[src/rtl/vcr_pkg.sv]
package vcr_pkg;
  typedef enum logic [1:0] {
    LVL_NONE = 2'd0,
    LVL_LOW  = 2'd1,
    LVL_MID  = 2'd2,
    LVL_TOP  = 2'd3
  } vcr_level_e;

  localparam int unsigned CNT_W     = 3;
  localparam int unsigned COUNT_MIN = 1;
  localparam int unsigned COUNT_MAX = 7;
endpackage

[src/rtl/vcr_window_timer.sv]
module vcr_window_timer #(
  parameter int unsigned TICK_CYCLES = 6_000_000
) (
  input  logic clk,
  input  logic rst_n,
  output logic tick_o
);
  localparam int unsigned TW = (TICK_CYCLES > 1) ? $clog2(TICK_CYCLES) : 1;
  localparam logic [TW-1:0] LAST = TW'(TICK_CYCLES - 1);

  logic [TW-1:0] cnt_q, cnt_d;

  always_comb begin
    tick_o = (cnt_q == LAST);
    cnt_d  = tick_o ? '0 : cnt_q + 1'b1;
  end

  always_ff @(posedge clk or negedge rst_n) begin
    if (!rst_n) cnt_q <= '0;
    else        cnt_q <= cnt_d;
  end

  generate
    if (TICK_CYCLES > 1) begin : g_tick_gap

      tick_gap_chk: assert property (@(posedge clk) disable iff (!rst_n)
        tick_o |=> !tick_o);
    end
  endgenerate
endmodule

[src/rtl/vcr_peak_tracker.sv]
module vcr_peak_tracker
  import vcr_pkg::*;
(
  input  logic       clk,
  input  logic       rst_n,
  input  logic       above_low_i,
  input  logic       above_mid_i,
  input  logic       above_high_i,
  input  logic       tick_i,
  input  logic       strobe_i,
  output vcr_level_e win_level_o,
  output logic       force_o
);
  vcr_level_e lvl_now, peak_q, peak_d;
  logic       pend_q, pend_d;

  always_comb begin
    if (above_high_i)     lvl_now = LVL_TOP;
    else if (above_mid_i) lvl_now = LVL_MID;
    else if (above_low_i) lvl_now = LVL_LOW;
    else                  lvl_now = LVL_NONE;
    win_level_o = (lvl_now > peak_q) ? lvl_now : peak_q;
    peak_d      = tick_i ? LVL_NONE : win_level_o;
    force_o     = strobe_i & pend_q;
    pend_d      = (pend_q & ~strobe_i) | (lvl_now == LVL_TOP);
  end

  always_ff @(posedge clk or negedge rst_n) begin
    if (!rst_n) begin
      peak_q <= LVL_NONE;
      pend_q <= 1'b0;
    end else begin
      peak_q <= peak_d;
      pend_q <= pend_d;
    end
  end


  top_arms_chk: assert property (@(posedge clk) disable iff (!rst_n)
    above_high_i |=> pend_q);

  peak_hold_chk: assert property (@(posedge clk) disable iff (!rst_n)
    (!tick_i && above_mid_i) |=> (win_level_o >= LVL_MID));
endmodule

[src/rtl/vcr_count_core.sv]
module vcr_count_core
  import vcr_pkg::*;
(
  input  logic             clk,
  input  logic             rst_n,
  input  logic             tick_i,
  input  vcr_level_e       win_level_i,
  input  logic             force_i,
  input  logic             burst_exit_i,
  output logic [CNT_W-1:0] count_o
);
  localparam logic [CNT_W-1:0] CMIN = CNT_W'(COUNT_MIN);
  localparam logic [CNT_W-1:0] CMAX = CNT_W'(COUNT_MAX);

  logic [CNT_W-1:0] count_q, count_d;
  logic             count_en;

  always_comb begin
    count_en = burst_exit_i | force_i | tick_i;
    count_d  = count_q;
    if (burst_exit_i || force_i) begin
      count_d = CMIN;
    end else if (tick_i) begin
      unique case (win_level_i)
        LVL_NONE: if (count_q != CMAX) count_d = count_q + 1'b1;
        LVL_LOW:  count_d = count_q;
        LVL_MID:  if (count_q != CMIN) count_d = count_q - 1'b1;
        LVL_TOP:  count_d = CMIN;
        default:  count_d = count_q;
      endcase
    end
  end

  always_ff @(posedge clk or negedge rst_n) begin
    if (!rst_n)        count_q <= CMIN;
    else if (count_en) count_q <= count_d;
  end

  assign count_o = count_q;


  count_range_chk: assert property (@(posedge clk) disable iff (!rst_n)
    (count_q >= CMIN) && (count_q <= CMAX));

  burst_exit_chk: assert property (@(posedge clk) disable iff (!rst_n)
    burst_exit_i |=> (count_q == CMIN));

  hold_between_chk: assert property (@(posedge clk) disable iff (!rst_n)
    (!tick_i && !force_i && !burst_exit_i) |=> $stable(count_q));

  step_up_chk: assert property (@(posedge clk) disable iff (!rst_n)
    (tick_i && win_level_i == LVL_NONE && !force_i && !burst_exit_i && count_q != CMAX)
      |=> (count_q == $past(count_q) + 1'b1));
endmodule

[src/rtl/valley_count_reg.sv]
module valley_count_reg
  import vcr_pkg::*;
#(
  parameter int unsigned TICK_CYCLES = 6_000_000
) (
  input  logic             clk,
  input  logic             rst_n,
  input  logic             above_low_i,
  input  logic             above_mid_i,
  input  logic             above_high_i,
  input  logic             period_strobe_i,
  input  logic             burst_exit_i,
  output logic [CNT_W-1:0] valley_count_o,
  output logic             count_at_max_o
);
  logic       sync0_q, sync1_q;
  logic       tick;
  logic       force_one;
  vcr_level_e win_level;

  always_ff @(posedge clk or negedge rst_n) begin
    if (!rst_n) begin
      sync0_q <= 1'b0;
      sync1_q <= 1'b0;
    end else begin
      sync0_q <= 1'b1;
      sync1_q <= sync0_q;
    end
  end

  vcr_window_timer #(.TICK_CYCLES(TICK_CYCLES)) u_timer (
    .clk    (clk),
    .rst_n  (sync1_q),
    .tick_o (tick)
  );

  vcr_peak_tracker u_peak (
    .clk          (clk),
    .rst_n        (sync1_q),
    .above_low_i  (above_low_i),
    .above_mid_i  (above_mid_i),
    .above_high_i (above_high_i),
    .tick_i       (tick),
    .strobe_i     (period_strobe_i),
    .win_level_o  (win_level),
    .force_o      (force_one)
  );

  vcr_count_core u_core (
    .clk          (clk),
    .rst_n        (sync1_q),
    .tick_i       (tick),
    .win_level_i  (win_level),
    .force_i      (force_one),
    .burst_exit_i (burst_exit_i),
    .count_o      (valley_count_o)
  );

  assign count_at_max_o = (valley_count_o == CNT_W'(COUNT_MAX));


  fast_force_chk: assert property (@(posedge clk) disable iff (!sync1_q)
    force_one |=> (valley_count_o == CNT_W'(COUNT_MIN)));
endmodule

[config.mk]
export PLATFORM = sky130hd
export DESIGN_NAME = valley_count_reg
export DESIGN_NICKNAME = d
export VERILOG_FILES = /design/src/rtl/vcr_pkg.sv /design/src/rtl/vcr_window_timer.sv /design/src/rtl/vcr_peak_tracker.sv /design/src/rtl/vcr_count_core.sv /design/src/rtl/valley_count_reg.sv
export SDC_FILE = /design/constraint.sdc
export NUM_CORES = 1
export LEC_CHECK = 0
export BUFFER_PORTS_ARGS = -buffer_cell sky130_fd_sc_hd__buf_2
export CORE_MARGIN = 10
export CORE_UTILIZATION = 45
export CTS_CLUSTER_SIZE = 12
export DETAILED_ROUTE_END_ITERATION = 8
export PLACE_DENSITY = 0.61
export SETUP_SLACK_MARGIN = 0.02
export SKIP_CTS_REPAIR_TIMING = 1
export SYNTH_ARGS = -nofsm -noshare
export SYNTH_HDL_FRONTEND = slang
export SYNTH_SLANG_ARGS = --single-unit
[constraint.sdc]
create_clock -name clk -period 1.65 [get_ports clk]
set_clock_uncertainty 0.05 [all_clocks]
set_input_delay 0.0825 -clock clk [delete_from_list [all_inputs] [get_ports clk]]
set_output_delay 0.0825 -clock clk [all_outputs]
set_load 0.005 [all_outputs]
## Word level (Yosys, flattened, before mapping)

Index checks and enable logic that the tools add are counted.

- Output and inout port bits: 4
- Word-level logic and storage cells: 42
- Bits in registers: 31

- Reductions and logical operators: 4
- Eq/ne operators: 11
- Mux-type cells: 11
- Bitwise gates (word level): 6
- Magnitude comparators: 1
- Add/subtract/negate cells: 3

Operators by type and width:

| kind | number |
|---|---|
| adder 23 x 1 -> 23 bit, second input constant | 1 |
| equality test 23 bit, second input constant | 1 |
| two-way mux 23 bit | 1 |
| two-way mux 3 bit | 4 |
| inequality test 3 x 1 -> 1 bit, second input constant | 3 |
| one-hot mux 3 bit (3 select lines) | 1 |
| two-way mux 2 bit | 4 |
| equality test 2 bit, second input constant | 3 |
| AND reduction 5 bit | 1 |
| adder 3 x 1 -> 3 bit, second input constant | 1 |
| equality test 3 bit, second input constant | 1 |
| inequality test 3 bit, second input constant | 1 |
| bitwise OR 1 bit | 3 |
| subtractor 3 x 1 -> 3 bit, second input constant | 1 |
| bitwise AND 1 bit | 2 |
| equality test 2 x 1 -> 1 bit, second input constant | 1 |
| greater-than comparator 2 bit | 1 |
| logical NOT 2 bit | 1 |
| inequality test 2 x 1 -> 1 bit, second input constant | 1 |
| nonzero test 2 bit | 1 |
| logical OR 1 bit | 1 |
| two-way mux 1 bit | 1 |
| NOT 1 bit | 1 |

## Longest topological paths before layout

Gate-level depths: netlist of the first run.

- Depth in word-level cells: 9
- Depth in mapped cells: 8
- Gate-level depth less buffers: 8

## Hierarchy

From an unflattened synthesis of the first run, not the netlist that was laid out.

- Cell total of the unflattened synthesis: 170
- Area, all modules: 1,721.7 µm²

Modules (own cells, without submodules):

| module | times used | sequential area each (µm²) | area an instance (µm²) | cells an instance |
|---|---|---|---|---|
| vcr_window_timer | 1 | 575.6 | 1,206.2 | 120 |
| vcr_count_core | 1 | 76.3 | 276.5 | 28 |
| vcr_peak_tracker | 1 | 75.1 | 178.9 | 18 |
| valley_count_reg | 1 | 50.0 | 60.1 | 4 |

## Least setup slack after synthesis of the first run

Ideal clock, no wire load.

- Path type: register to register
- Start: reg u_core.count_q[1] (netlist: u_core.count_o[1])
- End: reg u_core.count_q[0] (netlist: u_core.count_o[0])
- Path slack: -587 ps
- Period minus slack after synthesis: 2,237 ps
- Buffers on the path: 0
- Arrival: 2,104 ps
- Cell stages (with the launch flop): 8
- Required time: 1,518 ps
- Path through: dfrtp_1 > ha_1 > ha_1 > or2_2 > o311ai_0 > a31oi_1 > a311oi_4 > mux2_4

- Longest elaborated chain between the ends: 3
- Elaborated cells on any way between the ends: 5
- Classes of those cells: 4 x eq/ne; 1 x reduce/logical

Ends and longest elaborated chain:

| element | RTL line | source |
|---|---|---|
| from (decl) | vcr_count_core.sv:15 | `logic [CNT_W-1:0] count_q, count_d;` |
| from (signal assigned) | vcr_count_core.sv:36 | `else if (count_en) count_q <= count_d;` |
| inequality test 3 x 1 -> 1 bit or inequality test 3 bit (tied branches) | vcr_count_core.sv:27, vcr_count_core.sv:25 |  |
| inequality test 3 x 1 -> 1 bit (no line) | n/a |  |
| AND reduction 5 bit (no line) (*) | n/a |  |

Mark *: on every way between the ends. The rest lies on a longest branch, timed or not.
A chain may end at the register's enable or synchronous reset.

## Worst setup path in the final report of the first run

- Start: reg u_timer.cnt_q[12]
- End: reg u_core.count_q[0] (netlist: u_core.count_o[0])

- Longest elaborated chain between the ends: 3
- Elaborated cells on any way between the ends: 4
- Classes of those cells: 1 x eq/ne; 1 x bitwise; 2 x reduce/logical

Ends and longest elaborated chain:

| element | RTL line | source |
|---|---|---|
| from (decl) | vcr_window_timer.sv:11 | `logic [TW-1:0] cnt_q, cnt_d;` |
| from (signal assigned) | vcr_window_timer.sv:20 | `else cnt_q <= cnt_d;` |
| equality test 23 bit (*) | vcr_window_timer.sv:14 | `tick_o = (cnt_q == LAST);` |
| nonzero test 2 bit (no line) or bitwise OR 1 bit (tied branches) | n/a |  |
| AND reduction 5 bit (no line) (*) | n/a |  |

Marks and branches as above.

==> impl_metrics.csv, run 1 <==
group,metric,value,unit
clock_tree,path_clk_slew,0.06,ns
route,viasPerCell,5.126,
critical_path,r2r_end,"u_core.count_o[0]$_DFFE_PN1P_",
run,maxCapViolations,0,
pwr,power_leakage,1.135,nW
cells_and_area,final_nets,243,
timing,setup_viol,17,
route,vias,1420,
worst_hold_path,holdPathStages,3,
critical_path,reg2reg_from,"u_timer.cnt_q[12]$_DFF_PN0_",
route,avgRoutedWirePerCell,14.97,um
critical_path,ff2ff_setup_slack,-0.49,ns
cells_and_area,drive_above_1_share,42.79,%
clock_tree,cts.htree.levels,2,
clock_tree,clk-insertion-delay-late,0.27,ns
route,drt_iter0_markers,33,
timing,layout_min_cycle_time,2.144,ns
global_route,grt_usage,12.79,%
placed_design,dp_hpwl,3134,um
placed_design,place_congestion,0.8236,
clock_tree,cts_tree,"built",
synth,synth_fp_nets,178,
route,ant_nets,0,
critical_path,required,1.80,ns
critical_path,rr_worst_depth,5,
critical_path,arrival,2.30,ns
timing,drv_slew,0,
timing,fmax,0.4663,GHz
global_route,globalRouteOverflowTotal,0,
synth,synth-seq-area-share,45.53,%
cells_and_area,synthToLayoutAreaGrowth,40.03,%
synth,async_flop_share,100.0,%
outcome,status,"finished with violations",
floorplanning,core-area,3661,sq um
placed_design,numPortBuffers,10,
timing,grt_setup_unrepaired,"true",
worst_hold_path,whs_endpoint,"u_peak.pend_q$_DFF_PN0_",
timing,hold_violations,0,
floorplanning,initial_core_util,46.62,%
clock_tree,cts-root-buf,"clkbuf_8",
floorplanning,die_area,6656,sq um
pwr,power_density,691.6,nW/um^2
cells_and_area,multi_input_area,991.0,sq um
worst_hold_path,worstHoldStart,"period_strobe_i",
timing,period_share,130.0,%
synth,synth-seq-cells,31,
critical_path,crit_fanout,4,
worst_hold_path,hp-class,"in2reg",
floorplanning,die_height,81.59,um
global_route,grt_pass1_vias,1501,
synth,ys_types,46,
global_route,grt_pass1_wl,6727,um
route,drt_pass1_iterations,4,
pwr,vdd_drop_max,0.5836,mV
critical_path,crit_type,"reg2reg",
clock_tree,ctsLongestPathBuffers,2,
critical_path,cp-start-kind,"register",
synth,syn_inst,163,
clock_tree,cts_made_buffers,5,
cells_and_area,num_antenna_cells,0,
timing,fin_setup_tns,-2.435,ns
placed_design,dp_worst_setup_slack,-0.5415,ns
critical_path,endpoint_kind,"register",
floorplanning,boundaryPins,11,
cells_and_area,fill_cells,286,
synth,postSynthAreaPerCell,10.47,sq um
timing,timing.final.ws_setup,-0.4944,ns
floorplanning,num_rows,22,
synth,synth_edf_count,0,
route,drc,0,
synth,yosysWarnings,0,
synth,syn_area,1707,sq um
global_route,antenna_found_initial,0,
global_route,grt_max_degree,30,
clock_tree,cts_sinks,31,
floorplanning,die_x,81.59,um
synth,synth-main-ff-cell,"dfrtp_1",
cells_and_area,seqCellArea,777.0,sq um
outcome,violations,"negative setup slack",
route,routed_wl,4146,um
-- worst max-delay path, stage by stage, from the launching register on --
cell      delay, ns
dfrtp_1        0.40
nor4b_2        0.34
nand4_1        0.19
or4_4          0.49
a311oi_4       0.28
mux2_4         0.33
-- cell usage in the layout, fill, tap and decap left out, drive strengths merged, types with 2 or more instances in the layout --
master and n:
buf 61, dfrtp 30, nor2 17, nand2 12, xor2 10, inv 9
ha 8, nand4 7, xnor2 7, nand3 7, clkbuf 7, and3 5
a21oi 4, o211ai 3, o31ai 3, or2 3, o21ai 3, and2 3
nor4b 3, mux2 2, mux2i 2, nor2b 2, nor4 2, or4 2
-- kinds of logic after synthesis --
| logic type | after synthesis | share of synthesized area (%) |
|---|---|---|
| and+or+nand+nor | 70 | 25.07 |
| AOI/OAI and AO/OA | 19 | 8.578 |
| adders and majority gates | 8 | 5.865 |
| xor gates and xnor gates | 17 | 8.724 |
| buffers and inverters | 13 | 3.299 |
| other | 1 | 0.2197 |
| DFF | 31 | 45.53 |
| muxes | 4 | 2.712 |
-- power breakdown --
group          total, mW  leakage (nW)  switching [mW]  internal, mW
Sequential         0.786         0.404         0.00932         0.776
Combinational      0.309         0.689           0.153         0.156
Clock              0.558        0.0422           0.263         0.295
Total               1.65          1.14           0.425          1.23
-- worst max path at each step --
stage	depth (start not counted)	start	end	slack, ns
after floorplan	7	u_core.count_o[1]$_DFFE_PN0P_	u_core.count_o[0]$_DFFE_PN1P_	-0.43
after global routing	8	u_core.count_o[1]$_DFFE_PN0P_	u_core.count_o[0]$_DFFE_PN1P_	-0.56
final	5	u_timer.cnt_q[12]$_DFF_PN0_	u_core.count_o[0]$_DFFE_PN1P_	-0.49
after global placement	8	above_high_i	u_core.count_o[0]$_DFFE_PN1P_	-0.51
after detailed placement	9	above_high_i	u_core.count_o[0]$_DFFE_PN1P_	-0.54
after CTS	5	u_timer.cnt_q[14]$_DFF_PN0_	u_core.count_o[0]$_DFFE_PN1P_	-0.52
-- final cells by class --
type | count | share of cell area (%)
repair buffers | 62 | 18.69
inverters | 9 | 1.414
flip-flops and latches | 31 | 32.51
clock buffers | 7 | 3.194
well taps | 48 | 2.513
multi-input cells | 119 | 41.47
clock inverters | 1 | 0.2094
-- through the flow --
stage | area, sq um | std cells | hold WS [ns] | total power, mW | util, %
after detailed placement | 2248 | 268 | -0.1792 | 1.072 | 61.41
after global placement | 2248 | 268 | -0.1836 | 1.061 | 61.41
after global routing | 2390 | 277 | 0.03250 | 1.731 | 65.28
after CTS | 2330 | 276 | -0.4789 | 1.640 | 63.64
final | 2390 | 277 | 0.03853 | 1.653 | 65.28
after floorplan | 1772 | 163 | -0.2631 | 0.9500 | -
-- cells in the mapped netlist, drive strengths merged, types with 2 or more instances --
library cell / count / area, sq um
dfrtp: 30 / 750.7
nor2: 17 / 63.81
nand2: 12 / 45.04
xor2: 10 / 87.58
inv: 9 / 33.78
ha: 8 / 100.1
nand3: 7 / 47.55
nand4: 7 / 43.79
xnor2: 7 / 61.31
and3: 5 / 37.54
a21oi: 4 / 20.02
and2: 3 / 20.02
clkbuf: 3 / 11.26
nor4b: 3 / 26.28
o211ai: 3 / 22.52
o21ai: 3 / 15.01
o31ai: 3 / 22.52
or2: 3 / 18.77
mux2: 2 / 26.27
mux2i: 2 / 20.02
nor2b: 2 / 12.51
nor4: 2 / 27.53
or4: 2 / 18.77
-- state kept, by name (all words and copies together), names as in the netlist --
register	flops
sync0_q	1
sync1_q	1
u_core.count_o	3
u_peak.peak_q	2
u_peak.pend_q	1
u_timer.cnt_q	23
-- routing by layer --
layer / share of wire (%) / global-route usage [%] / wire (um)
met3: 2.7 / 3.057 / 113
met1: 42 / 14.28 / 1723
met2: 55 / 23.38 / 2291
met4: 0.41 / 4.082 / 17
met5: 0 / 0 / 0
No activity file was read; power rests on OpenSTA's default activity.
==> run 2, diff against run 1 <==
--- a/constraint.sdc
+++ b/constraint.sdc
@@ -4,2 +4,2 @@
 set_output_delay 0.0825 -clock clk [all_outputs]
-set_load 0.005 [all_outputs]
+set_load 0.01 [all_outputs]
==> run 2 against run 1 <==
- the flow still finishes with violations (negative setup slack)
- cell count grew 3.2%
- sequential power is essentially flat
- critical path depth grew 2
- first-iteration DRC count grew 12%
==> impl_metrics.csv, run 2 (synthesis results as in run 1) <==
group,metric,value,unit
cells_and_area,final_common_cell,"buf_4",
global_route,grt_pass1_vias,1488,
placed_design,place_congestion,0.8025,
route,vias,1464,
clock_tree,cts.htree.levels,2,
critical_path,cp-start-kind,"register",
critical_path,crit_type,"reg2reg",
pwr,power_leakage,1.204,nW
floorplanning,core-area,3661,sq um
clock_tree,cts-root-buf,"clkbuf_8",
worst_hold_path,holdPathStages,3,
route,viasPerCell,5.119,
cells_and_area,stdcell_count,286,
route,drt_iter0_markers,37,
pwr,vdd_drop_max,0.5478,mV
timing,timing.final.ws_setup,-0.4202,ns
critical_path,reg2reg_from,"u_peak.peak_q[1]$_DFF_PN0_",
critical_path,arrival,2.23,ns
timing,fmax,0.4831,GHz
worst_hold_path,whs_endpoint,"u_peak.pend_q$_DFF_PN0_",
global_route,grt_usage,13.29,%
clock_tree,cts_made_buffers,5,
pwr,power_density,647.8,nW/um^2
outcome,status,"finished with violations",
floorplanning,die_area,6656,sq um
timing,drv_slew,0,
timing,layout_min_cycle_time,2.070,ns
critical_path,ff2ff_setup_slack,-0.42,ns
route,routed_wl,4169,um
clock_tree,path_clk_slew,0.06,ns
floorplanning,initial_core_util,46.62,%
global_route,globalRouteOverflowTotal,0,
global_route,grt_max_degree,30,
cells_and_area,final_cell_mix,"buf_4 (57), dfrtp_1 (30), nand2_1 (11)",
cells_and_area,final_nets,252,
clock_tree,cts_sinks,31,
global_route,antenna_found_initial,0,
floorplanning,die_x,81.59,um
cells_and_area,fin_util,68.93,%
placed_design,numPortBuffers,10,
critical_path,crit_fanout,4,
cells_and_area,top_register,"u_timer.cnt_q",
worst_hold_path,hp-class,"in2reg",
route,drt_pass1_iterations,4,
cells_and_area,synthToLayoutAreaGrowth,47.87,%
run,maxCapViolations,0,
floorplanning,boundaryPins,11,
critical_path,endpoint_kind,"register",
clock_tree,clk-insertion-delay-late,0.28,ns
outcome,violations,"negative setup slack",
critical_path,r2r_end,"u_core.count_o[0]$_DFFE_PN1P_",
cells_and_area,drive_above_1_share,49.58,%
timing,grt_setup_unrepaired,"true",
floorplanning,num_rows,22,
critical_path,required,1.81,ns
floorplanning,die_height,81.59,um
route,ant_nets,0,
timing,period_share,125.5,%
route,drc,0,
worst_hold_path,worstHoldStart,"period_strobe_i",
placed_design,dp_hpwl,3180,um
clock_tree,cts_tree,"built",
timing,setup_viol,19,
global_route,grt_pass1_wl,6748,um
clock_tree,ctsLongestPathBuffers,2,
timing,hold_violations,0,
route,avgRoutedWirePerCell,14.58,um
critical_path,rr_worst_depth,7,
placed_design,dp_cells,274,
cells_and_area,largest_reg_flops,23,
cells_and_area,num_antenna_cells,0,
==> run 2: metrics by stage <==
step	total power, mW	setup TNS, ns	setup WS [ns]	area [sq um]	hold slack [ns]
2_1_floorplan	0.9666	-2.001	-0.4248	1794	-0.2631
3_3_place_gp	1.060	-3.667	-0.4803	2316	-0.1830
3_5_place_dp	1.076	-3.813	-0.5129	2316	-0.1820
4_1_cts	1.640	-3.815	-0.4482	2397	-0.4891
5_1_grt	1.729	-4.941	-0.4973	2524	0.01733
6_report	1.635	-2.483	-0.4202	2524	0.03127
==> run 2: where the power goes <==
part	leakage (nW)	internal, mW	total, mW	switching (mW)
logic	0.758	0.147	0.293	0.146
clock network	0.0422	0.295	0.557	0.262
registers	0.404	0.777	0.785	0.00878
==> run 2: cell type report <==
type,count,area [sq um]
clock buffers,7,76.32
fillers,297,1137
clock inverters,1,5.005
inverters,9,33.78
repair buffers,71,521.8
well taps,48,60.06
multi-input cells,119,1050
flip-flops and latches,31,777.0
==> run 2: worst max-delay path by stage <==
stage / from / endpoint / slack (ns) / cells past startpoint
floorplan: u_timer.cnt_q[21]$_DFF_PN0_ / u_core.count_o[0]$_DFFE_PN1P_ / -0.42 / 6
global placement: above_high_i / u_core.count_o[0]$_DFFE_PN1P_ / -0.48 / 8
detailed placement: above_high_i / u_core.count_o[0]$_DFFE_PN1P_ / -0.51 / 8
CTS: u_timer.cnt_q[14]$_DFF_PN0_ / u_core.count_o[0]$_DFFE_PN1P_ / -0.45 / 5
global route: u_timer.cnt_q[12]$_DFF_PN0_ / u_core.count_o[0]$_DFFE_PN1P_ / -0.50 / 5
finish: u_peak.peak_q[1]$_DFF_PN0_ / u_core.count_o[0]$_DFFE_PN1P_ / -0.42 / 7
==> run 2: routing by layer <==
layer / wire [um] / part of all wire (%) / track usage [%]
met5: 0 / 0 / 0
met4: 101 / 2.4 / 6.633
met3: 145 / 3.5 / 4.148
met2: 2293 / 55 / 23.38
met1: 1630 / 39 / 14.09
==> run 2: worst max-delay path, stage by stage (launching register included) <==
cell and delay [ns]:
dfrtp_1 0.37, inv_2 0.08, ha_4 0.21, nor2b_4 0.13
o21ai_2 0.16, mux2_4 0.36, a311oi_4 0.31, mux2_4 0.32
==> run 3, diff against run 2 <==
CORE_UTILIZATION = 31   (was 45)
PLACE_DENSITY = 0.45   (was 0.61)
==> run 3 against run 2 <==
- the run still ends with negative setup slack left
- maximum frequency fell by 1.1%
- utilization decreased by 19 points
- clock power increased by 40%
- sequential cell count did not move
- wire length decreased by 2.5%
- clock-buffer cell count decreased by 1
- setup slack got worse by 0.023 ns
- combinational power increased by 2%
- power is 14% higher
- critical endpoint unchanged
==> impl_metrics.csv, run 3 (synthesis results as in run 1) <==
group,metric,value,unit
pwr,power.total,1.863,mW
global_route,grt_pass1_vias,1467,
timing,timing.final.ws_setup,-0.4433,ns
pwr,power_leakage,1.235,nW
placed_design,dp_hpwl,2993,um
timing,hold_violations,0,
placed_design,place_congestion,0.8576,
route,avgRoutedWirePerCell,13.28,um
floorplanning,num_rows,26,
global_route,grt_pass1_wl,6679,um
timing,layout_min_cycle_time,2.093,ns
cells_and_area,final_common_cell,"buf_4",
timing,drv_slew,0,
placed_design,dp_worst_setup_slack,-0.5378,ns
route,top_layer,"met4",
route,met3WireLength,139,um
critical_path,cp-start-kind,"register",
clock_tree,cts.htree.levels,2,
run,maxCapViolations,0,
route,wl_met1,1873,um
route,drt_pass1_iterations,4,
floorplanning,die_area,8873,sq um
cells_and_area,final_area,2616,sq um
cells_and_area,num_antenna_cells,0,
global_route,globalRouteOverflowTotal,0,
cells_and_area,largest_reg_flops,23,
global_route,grt_max_degree,30,
clock_tree,cts_tree,"built",
floorplanning,boundaryPins,11,
critical_path,crit_fanout,4,
outcome,status,"finished with violations",
clock_tree,clk-insertion-delay-late,0.28,ns
critical_path,crit_type,"reg2reg",
placed_design,numPortBuffers,10,
critical_path,endpoint_kind,"register",
critical_path,required,1.81,ns
timing,grt_setup_unrepaired,"true",
timing,setup_viol,15,
timing,hold-worst-slack,0.02800,ns
pwr,power_density,712.2,nW/um^2
placed_design,place_area,2306,sq um
global_route,grt_usage,9.369,%
floorplanning,die_height,94.20,um
pwr,vdd_drop_max,0.4046,mV
route,ant_nets,0,
cells_and_area,synthToLayoutAreaGrowth,53.30,%
cells_and_area,top_register,"u_timer.cnt_q",
route,vias,1434,
outcome,violations,"negative setup slack",
timing,period_share,126.9,%
timing,fmax,0.4777,GHz
clock_tree,ctsLongestPathBuffers,2,
route,wl_met2,2008,um
route,drt_iter0_markers,22,
critical_path,arrival,2.25,ns
global_route,antenna_found_initial,0,
worst_hold_path,hp-class,"in2reg",
floorplanning,initial_core_util,32.58,%
floorplanning,die_x,94.20,um
floorplanning,core-area,5238,sq um
clock_tree,path_clk_slew,0.07,ns
clock_tree,cts_made_buffers,5,
route,drc,0,
cells_and_area,final_nets,250,
clock_tree,cts_sinks,31,
clock_tree,cts-root-buf,"clkbuf_8",
cells_and_area,drive_above_1_share,49.15,%
cells_and_area,fill_cells,498,
route,viasPerCell,4.686,
route,routed_wl,4063,um
cells_and_area,final_cell_mix,"buf_4 (53), dfrtp_1 (30), nand2_1 (12)",
cells_and_area,fin_util,49.95,%
-- run 3: changes by cell type in the layout (fill, tap and decap cells not counted), moves of 2 or more --
cell / previous run / this run
buf_4: 57 / 53
clkbuf_1: 2 / 0
buf_6: 3 / 5
nor2_2: 7 / 5
-- run 3: area by class of cell --
type	instances	area (sq um)	share of cell area, %
multi-input combinational	119	1086	41.51
sequential	31	777.0	29.70
timing repair buffer	69	514.2	19.66
tap	70	87.58	3.348
clock buffer	6	82.58	3.156
clock inverter	2	35.03	1.339
inverter	9	33.78	1.291
-- run 3: metal layers --
layer	track usage, %	vias up
met5	0	-
met4	3.038	0
met3	2.718	6
met2	16.30	12
met1	10.66	700
li1	-	716
-- run 3: per-stage QoR --
stage | std cells | setup TNS [ns]
after floorplan | 163 | -2.001
after global placement | 291 | -2.597
after detailed placement | 291 | -2.472
after CTS | 299 | -2.593
after global routing | 306 | -4.389
final | 306 | -2.387
-- run 3: report_power, final --
group	switching, mW	leakage [nW]	internal [mW]	total (mW)
registers	0.00842	0.404	0.776	0.784
clock network	0.290	0.0612	0.489	0.779
logic	0.150	0.770	0.150	0.300
total	0.449	1.23	1.41	1.86
-- run 3: critical path, stage by stage, from the launching register on --
cell	delay (ns)
dfrtp_1	0.41
ha_4	0.18
ha_4	0.16
or2_4	0.23
o311ai_4	0.26
a31oi_4	0.08
a311oi_4	0.32
mux2_4	0.33
-- run 3: worst paths after layout --
kind / from / end / slack, ns / cells after the start
max in group asynchronous: sync1_q$_DFF_PN0_ / u_core.count_o[0]$_DFFE_PN1P_ / 1.03 / 1
setup / recovery: u_core.count_o[1]$_DFFE_PN0P_ / u_core.count_o[0]$_DFFE_PN1P_ / -0.44 / 7
min in group asynchronous: rst_n / sync0_q$_DFF_PN0_ / 0.06 / 2
setup reg to reg: u_core.count_o[1]$_DFFE_PN0P_ / u_core.count_o[0]$_DFFE_PN1P_ / -0.44 / 7
hold reg to reg: sync1_q$_DFF_PN0_ / u_timer.cnt_q[3]$_DFF_PN0_ / 0.20 / 1
hold / removal: period_strobe_i / u_peak.pend_q$_DFF_PN0_ / 0.03 / 3
